## src/rtl/ds2_mux_pkg.sv

```systemverilog
package ds2_mux_pkg;

  // DS2 layout constants
  parameter int DS2_PKT_BITS  = 48;
  parameter int DS2_NUM_TRIB  = 4;
  parameter int DS2_BLK_PER_SF = 6;
  parameter int DS2_NUM_SF    = 4;

  localparam int TRIB_W = $clog2(DS2_NUM_TRIB);
  localparam int SF_W   = $clog2(DS2_NUM_SF);

  typedef enum logic [2:0] {
    OH_NONE = 3'd0,
    OH_MARK = 3'd1,
    OH_CBIT = 3'd2,
    OH_FZRO = 3'd3,
    OH_FONE = 3'd4
  } ohKind_t;

  // control -> datapath strobes for the current bit position
  typedef struct packed {
    logic              payload;
    ohKind_t           ohKind;
    logic [TRIB_W-1:0] tribSel;
    logic [SF_W-1:0]   sfIdx;
    logic              frameMark;
  } ds2Strobe_t;

endpackage

```

## src/rtl/ds2_mux_ctrl.sv

```systemverilog
module ds2_mux_ctrl
  import ds2_mux_pkg::*;
#(
  parameter int PktBits   = DS2_PKT_BITS,
  parameter int NumTrib   = DS2_NUM_TRIB,
  parameter int BlksPerSf = DS2_BLK_PER_SF,
  parameter int NumSf     = DS2_NUM_SF
) (
  input  logic       clk,
  input  logic       rst,
  input  logic       outEn,
  output ds2Strobe_t strobe
);

  localparam int BlkLen   = PktBits + 1;
  localparam int SfLen    = BlkLen * BlksPerSf;
  localparam int FrameLen = SfLen * NumSf;
  localparam int OffW     = $clog2(BlkLen);
  localparam int BlkW     = $clog2(BlksPerSf);
  localparam int PosW     = $clog2(FrameLen);

  localparam logic [OffW-1:0]   OffLast  = OffW'(BlkLen - 1);
  localparam logic [BlkW-1:0]   BlkLast  = BlkW'(BlksPerSf - 1);
  localparam logic [SF_W-1:0]   SfLast   = SF_W'(NumSf - 1);
  localparam logic [TRIB_W-1:0] TribLast = TRIB_W'(NumTrib - 1);
  localparam logic [PosW-1:0]   PosLast  = PosW'(FrameLen - 1);

  logic [OffW-1:0]   offCnt;
  logic [BlkW-1:0]   blkCnt;
  logic [SF_W-1:0]   sfCnt;
  logic [TRIB_W-1:0] tribCnt;
  logic [PosW-1:0]   bitPos;

  // position counters: advance only on enabled cycles
  always_ff @(posedge clk) begin
    if (rst) begin
      offCnt  <= '0;
      blkCnt  <= '0;
      sfCnt   <= '0;
      tribCnt <= '0;
      bitPos  <= '0;
    end else if (outEn) begin
      bitPos <= (bitPos == PosLast) ? '0 : bitPos + 1'b1;
      if (offCnt == OffLast) begin
        offCnt <= '0;
        if (blkCnt == BlkLast) begin
          blkCnt <= '0;
          sfCnt  <= (sfCnt == SfLast) ? '0 : sfCnt + 1'b1;
        end else begin
          blkCnt <= blkCnt + 1'b1;
        end
      end else begin
        offCnt <= offCnt + 1'b1;
      end
      if (offCnt == '0) tribCnt <= '0;
      else tribCnt <= (tribCnt == TribLast) ? '0 : tribCnt + 1'b1;
    end
  end

  // decode the current position into datapath strobes
  always_comb begin
    strobe           = '0;
    strobe.sfIdx     = sfCnt;
    strobe.tribSel   = tribCnt;
    strobe.payload   = (offCnt != '0);
    strobe.frameMark = (bitPos == '0);
    if (offCnt == '0) begin
      if (blkCnt == '0)           strobe.ohKind = OH_MARK;
      else if (blkCnt == BlkW'(2)) strobe.ohKind = OH_FZRO;
      else if (blkCnt == BlkLast)  strobe.ohKind = OH_FONE;
      else                         strobe.ohKind = OH_CBIT;
    end else begin
      strobe.ohKind = OH_NONE;
    end
  end

  assert_wrap_R1: assert property (@(posedge clk) disable iff (rst)
    (outEn && bitPos == PosLast) |=> (bitPos == '0 && offCnt == '0 && blkCnt == '0 && sfCnt == '0));

  assert_align_R2: assert property (@(posedge clk) disable iff (rst)
    (bitPos == '0) |-> (offCnt == '0 && blkCnt == '0 && sfCnt == '0));

  assert_hold_R9: assert property (@(posedge clk) disable iff (rst)
    !outEn |=> ($stable(bitPos) && $stable(offCnt) && $stable(tribCnt)));

endmodule

```

## src/rtl/ds2_mux_dpath.sv

```systemverilog
module ds2_mux_dpath
  import ds2_mux_pkg::*;
#(
  parameter int NumTrib = DS2_NUM_TRIB,
  parameter int NumSf   = DS2_NUM_SF
) (
  input  logic               clk,
  input  logic               rst,
  input  logic               outEn,
  input  ds2Strobe_t         strobe,
  input  logic [NumTrib-1:0] tribData,
  input  logic               xBit,
  input  logic [NumSf-1:0]   cBit,
  output logic [NumTrib-1:0] tribRd,
  output logic               serOut,
  output logic               serValid,
  output logic               frameStart,
  output logic [SF_W-1:0]    subframeIdx
);

  localparam logic [SF_W-1:0] SfLast = SF_W'(NumSf - 1);

  logic cLatch;
  logic markVal;
  logic nextBit;

  for (genvar k = 0; k < NumTrib; k++) begin : gRd
    assign tribRd[k] = outEn && strobe.payload && (strobe.tribSel == TRIB_W'(k));
  end

  always_comb begin
    if (strobe.sfIdx == '0)         markVal = 1'b0;
    else if (strobe.sfIdx == SfLast) markVal = xBit;
    else                             markVal = 1'b1;
  end

  always_comb begin
    case (strobe.ohKind)
      OH_MARK: nextBit = markVal;
      OH_CBIT: nextBit = cLatch;
      OH_FZRO: nextBit = 1'b0;
      OH_FONE: nextBit = 1'b1;
      default: nextBit = tribData[strobe.tribSel];
    endcase
  end

  always_ff @(posedge clk) begin
    if (rst) begin
      serOut      <= 1'b0;
      serValid    <= 1'b0;
      frameStart  <= 1'b0;
      subframeIdx <= '0;
      cLatch      <= 1'b0;
    end else begin
      serValid   <= outEn;
      frameStart <= outEn && strobe.frameMark;
      if (outEn) begin
        serOut <= nextBit;
        if (strobe.ohKind == OH_MARK) begin
          cLatch      <= cBit[strobe.sfIdx];
          subframeIdx <= strobe.sfIdx;
        end
      end
    end
  end

  assert_rd_onehot_R6: assert property (@(posedge clk) disable iff (rst)
    $onehot0(tribRd));

  assert_rd_idle_R6: assert property (@(posedge clk) disable iff (rst)
    !outEn |-> (tribRd == '0));

  assert_valid_R9: assert property (@(posedge clk) disable iff (rst)
    outEn |=> serValid);

  assert_novalid_R9: assert property (@(posedge clk) disable iff (rst)
    !outEn |=> !serValid);

  assert_m0_zero_R4: assert property (@(posedge clk) disable iff (rst)
    frameStart |-> (serValid && !serOut && subframeIdx == '0));

endmodule

```

## src/rtl/ds2_frame_mux.sv

```systemverilog
module ds2_frame_mux
  import ds2_mux_pkg::*;
#(
  parameter int PktBits   = DS2_PKT_BITS,
  parameter int NumTrib   = DS2_NUM_TRIB,
  parameter int BlksPerSf = DS2_BLK_PER_SF,
  parameter int NumSf     = DS2_NUM_SF
) (
  input  logic               clk,
  input  logic               rst,
  input  logic               outEn,
  input  logic [NumTrib-1:0] tribData,
  output logic [NumTrib-1:0] tribRd,
  input  logic               xBit,
  input  logic [NumSf-1:0]   cBit,
  output logic               serOut,
  output logic               serValid,
  output logic               frameStart,
  output logic [SF_W-1:0]    subframeIdx
);

  ds2Strobe_t strobe;

  ds2_mux_ctrl #(
    .PktBits(PktBits), .NumTrib(NumTrib), .BlksPerSf(BlksPerSf), .NumSf(NumSf)
  ) uCtrl (
    .clk(clk), .rst(rst), .outEn(outEn), .strobe(strobe)
  );

  ds2_mux_dpath #(
    .NumTrib(NumTrib), .NumSf(NumSf)
  ) uDpath (
    .clk(clk), .rst(rst), .outEn(outEn), .strobe(strobe),
    .tribData(tribData), .xBit(xBit), .cBit(cBit),
    .tribRd(tribRd), .serOut(serOut), .serValid(serValid),
    .frameStart(frameStart), .subframeIdx(subframeIdx)
  );

endmodule

```

## config.mk

```make
export PLATFORM = sky130hd
export DESIGN_NAME = ds2_frame_mux
export DESIGN_NICKNAME = d
export VERILOG_FILES = /design/src/rtl/ds2_mux_pkg.sv /design/src/rtl/ds2_mux_ctrl.sv /design/src/rtl/ds2_mux_dpath.sv /design/src/rtl/ds2_frame_mux.sv
export SDC_FILE = /design/constraint.sdc
export NUM_CORES = 1
export LEC_CHECK = 0
export ABC_CLOCK_PERIOD_IN_PS = 3200
export CORE_ASPECT_RATIO = 0.75
export CORE_MARGIN = 5
export CORE_UTILIZATION = 50
export CTS_BUF_LIST = sky130_fd_sc_hd__clkbuf_8
export DETAILED_ROUTE_END_ITERATION = 12
export GPL_ROUTABILITY_DRIVEN = 1
export PLACE_DENSITY = 0.83
export SLEW_MARGIN = 10
export SYNTH_ARGS = -nofsm -noshare
export SYNTH_HDL_FRONTEND = slang
export SYNTH_SLANG_ARGS = --single-unit
```

## constraint.sdc

```tcl
create_clock -name clk -period 3.2 [get_ports clk]
set_input_delay 0.32 -clock clk [delete_from_list [all_inputs] [get_ports clk]]
set_output_delay 0.32 -clock clk [all_outputs]
set_load 0.02 [all_outputs]
```

==> PnR_summary.wiki <==
{| class="wikitable"
! Metric !! Value
|-
| Average cell area after synthesis || 8.88 um2
|-
| Maximum number of pins on one net before global-route repair || 18
|-
| Main flop type after synthesis || sky130_fd_sc_hd__dfxtp_1
|-
| Number of max-cap violations || 0
|-
| Overall power of the completed layout || 788 uW
|-
| Top achievable clock speed || 0.377 GHz
|-
| Gates resized, CTS repair || 0
|-
| # port buffers || 20
|-
| Share of synthesized flip-flops with an asynchronous set or reset || 0%
|-
| Worst setup slack for register-to-register paths || 1.40 ns
|-
| Max Slew Vio Count || 0
|-
| Total power density per cell area || between 400 and 500 nW/um2
|-
| Start-to-end type of the worst setup path || reg -> out
|-
| Fraction of layout cells with a size suffix above 1 || 6.28%
|-
| Cell types with the largest area share after synthesis || sky130_fd_sc_hd__dfxtp_1 40%, sky130_fd_sc_hd__ha_1 8.3%, sky130_fd_sc_hd__nor2_1 8.0%, sky130_fd_sc_hd__xnor2_1 5.2%, sky130_fd_sc_hd__xor2_1 4.1%
|-
| Rows || 17
|-
| Worst-case clock buffer depth || 2
|-
| First-pass iteration count of the detailed router || 4
|-
| Overall track demand over capacity in global routing || 17.1%
|-
| Area overhead of the layout relative to synthesis || 20.9%
|-
| Initial Utilization || 51.5%
|-
| Reg2reg end || uDpath.subframeIdx[1]$_SDFFE_PP0P_
|-
| Via count of the first global-routing pass || between 1000 and 1500
|-
| Overflow after GRT || 0
|-
| Share of the yosys chip area belonging to registers || 40.0%
|-
| Number of antenna violations at the first check in global routing || 0
|-
| Number of library cell types mapped by synthesis || 31
|-
| Cell taking the most area after synthesis || sky130_fd_sc_hd__dfxtp_1
|-
| Net count after synthesis || about 190
|-
| Post-route DRC violation count || 0
|-
| Post-DR vias/cell || 5.29
|-
| Number of synthesis warnings || 0
|-
| Horizontal die dimension || about 73 um
|-
| End of the worst hold path || uDpath.subframeIdx[0]$_SDFFE_PP0P_
|-
| Final layout net count || 212
|-
| Clock latency on the worst-skew pair || 0.28 ns
|-
| Unrepaired setup endpoints after global routing || no
|-
| Result of the run || finished, final reports clean
|-
| Number of clock buffers inserted by TritonCTS || 5
|-
| Max H-tree Level || 2
|-
| Critical-path maximum fanout || 7
|-
| HP Class || reg -> reg
|-
| Crit path time final || 2.65 ns
|-
| Final hold slack || 0.503 ns
|-
| Wire length after detailed routing || 3100 um
|-
| Post-synth design cell area || 1500 um2
|-
| Final-layout setup total negative slack || 0 ns
|-
| Half-perimeter wire length after detailed placement || ~2300 um
|-
| Root Buffer Master || sky130_fd_sc_hd__clkbuf_8
|-
| Worst reg2reg path startpoint || uCtrl.offCnt[0]$_SDFFE_PP0P_
|-
| Critical path arrival || 2.33 ns
|-
| Placeable core area || 2910 um2
|-
| Most common cell in the synthesized netlist || sky130_fd_sc_hd__nor2_1
|-
| First-pass GRT wire length || 5430 um
|-
| Post-route ant nets || 0
|-
| Area enclosed by the die boundary || 4210 um2
|-
| Critical Path Sink Type || primary output
|-
| Pin slew with the least headroom to its limit || approximately 0.64 ns
|-
| Worst slack after detailed placement || 0.725 ns
|-
| Setup ws final || roughly 0.55 ns
|-
| Clock transition at the registers of the reported paths || about 0.060 ns
|-
| Via total after detailed routing || ~1200
|-
| Max VDD drop || approximately 0.28 mV
|-
| Sink Count || 30
|-
| Setup clock skew after layout || 0.00716 ns
|-
| Required arrival time at the worst endpoint || 2.88 ns
|-
| DRT iter0 DRCs || 85
|-
| Count of pins on the block boundary || 21
|-
| Worst Hold Path Cells || 2
|-
| Post-synth EDFFs || 0
|-
| Final setup fails || 0
|-
| Final hold viol count || 0
|-
| Total instance count after detailed placement || 221
|-
| Overall die height || 57.5 um
|-
| Cell count of the worst reg-to-reg path || 6
|-
| Area share of the largest cell type after synthesis || about two fifths
|-
| Final estimated routing congestion in global placement || 0.831
|-
| Routed WL per cell || 13.5 um
|-
| Leakage || 0.000694 uW
|-
| Max transition margin || a little under three fifths
|-
| Count of mapped cells out of synthesis || 169
|-
| Buffers inserted during post-CTS setup optimization || 0
|-
| Antenna diode instance count || 0
|-
| TritonCTS clock tree || built
|-
| Final critical-path share of the clock period || roughly 83%
|-
| Non-filler cells in the finished layout || 229
|-
| Min-delay src || uDpath.subframeIdx[0]$_SDFFE_PP0P_
|-
| #FFs+latches synth || 30
|-
| Ranking of synthesized cells by instance count || 32 x sky130_fd_sc_hd__nor2_1, 30 x sky130_fd_sc_hd__dfxtp_1, 11 x sky130_fd_sc_hd__nand2_1, 10 x sky130_fd_sc_hd__ha_1
|-
| Crit start category || flop
|-
| CTS hold repair buffers || 0
|-
| # fillers || 236
|}
layout by cell type, fill, tap and decap left out, types with 6 or more instances in the layout:
| cell | instances |
|---|---|
| sky130_fd_sc_hd__nor2_1 | 32 |
| sky130_fd_sc_hd__dfxtp_1 | 30 |
| sky130_fd_sc_hd__clkdlybuf4s50_1 | 20 |
| sky130_fd_sc_hd__nand2_1 | 11 |
| sky130_fd_sc_hd__inv_1 | 10 |
| sky130_fd_sc_hd__ha_1 | 10 |
| sky130_fd_sc_hd__xnor2_1 | 9 |
| sky130_fd_sc_hd__nor3_1 | 8 |
| sky130_fd_sc_hd__xor2_1 | 7 |
| sky130_fd_sc_hd__nand4_1 | 6 |
| sky130_fd_sc_hd__mux2i_1 | 6 |
| sky130_fd_sc_hd__clkbuf_8 | 6 |
area by class of cell:
cell class | instances | area [um2] | share of cell area (%)
clock inverters | 2 | 8.76 | 0.482
clock buffers | 6 | 82.6 | 4.55
multi-input cells | 123 | 835 | 46.0
well taps | 38 | 47.5 | 2.62
inverters | 9 | 33.8 | 1.86
flip-flops and latches | 30 | 601 | 33.1
repair buffers | 21 | 208 | 11.4
power by group:
part / switching (uW) / internal (uW)
registers: 10.2 / 384
logic: 41.6 / 44.9
clock network: 138 / 170
how the worst max path moves through the flow:
stage / from / end / slack (ns)
final: uCtrl.offCnt[0]$_SDFFE_PP0P_ / tribRd[0] / 0.55
after detailed placement: outEn / tribRd[0] / 0.72
after global placement: outEn / tribRd[0] / 0.77
after CTS: uCtrl.offCnt[0]$_SDFFE_PP0P_ / tribRd[0] / 0.57
after floorplan: uCtrl.offCnt[0]$_SDFFE_PP0P_ / tribRd[0] / 1.56
after global routing: uCtrl.offCnt[0]$_SDFFE_PP0P_ / tribRd[0] / 0.37
metrics by stage:
step                      area, um2  util (%)
after detailed placement       1720      59.2
after global routing           1820      62.3
after CTS                      1820      62.3
after floorplan                1500         -
final                          1820      62.3
after global placement         1720      59.2
registers in the layout, indices dropped and copies added (netlist names):
register            count
uCtrl.bitPos           11
uCtrl.offCnt            6
uCtrl.tribCnt           2
uDpath.subframeIdx      2
uCtrl.blkCnt            3
uCtrl.sfCnt             2
uDpath.serValid         1
uDpath.frameStart       1
uDpath.cLatch           1
uDpath.serOut           1
critical path, stage by stage (launching register included):
cell and delay (ns):
sky130_fd_sc_hd__dfxtp_1 0.39, sky130_fd_sc_hd__inv_1 0.07, sky130_fd_sc_hd__ha_1 0.23, sky130_fd_sc_hd__a21boi_0 0.53, sky130_fd_sc_hd__and2_1 0.23, sky130_fd_sc_hd__clkdlybuf4s50_1 0.61
cell families (layout without fill, tap and decap cells):
logic type / Yosys count / in the layout / share of synthesized area [%]
AO/OA/AOI/OAI: 13 / 13 / 5.42
XOR/XNOR: 16 / 16 / 9.33
AND/OR/NAND/NOR: 76 / 76 / 25.5
buffers and inverters: 16 / 38 / 4.42
flip-flops: 30 / 30 / 40.0
adder cells (fa/ha/maj): 10 / 10 / 8.33
multiplexers: 8 / 8 / 7.00
per-layer routing:
layer / track usage [%] / vias up / share of wire, %
met5: 0 / - / 0
met4: 7.89 / 0 / 2.3
met3: 7.22 / 7 / 6.2
li1: - / 610 / -
met2: 26.9 / 32 / 46
met1: 20.2 / 562 / 45
(Power assumes the default switching activity.)
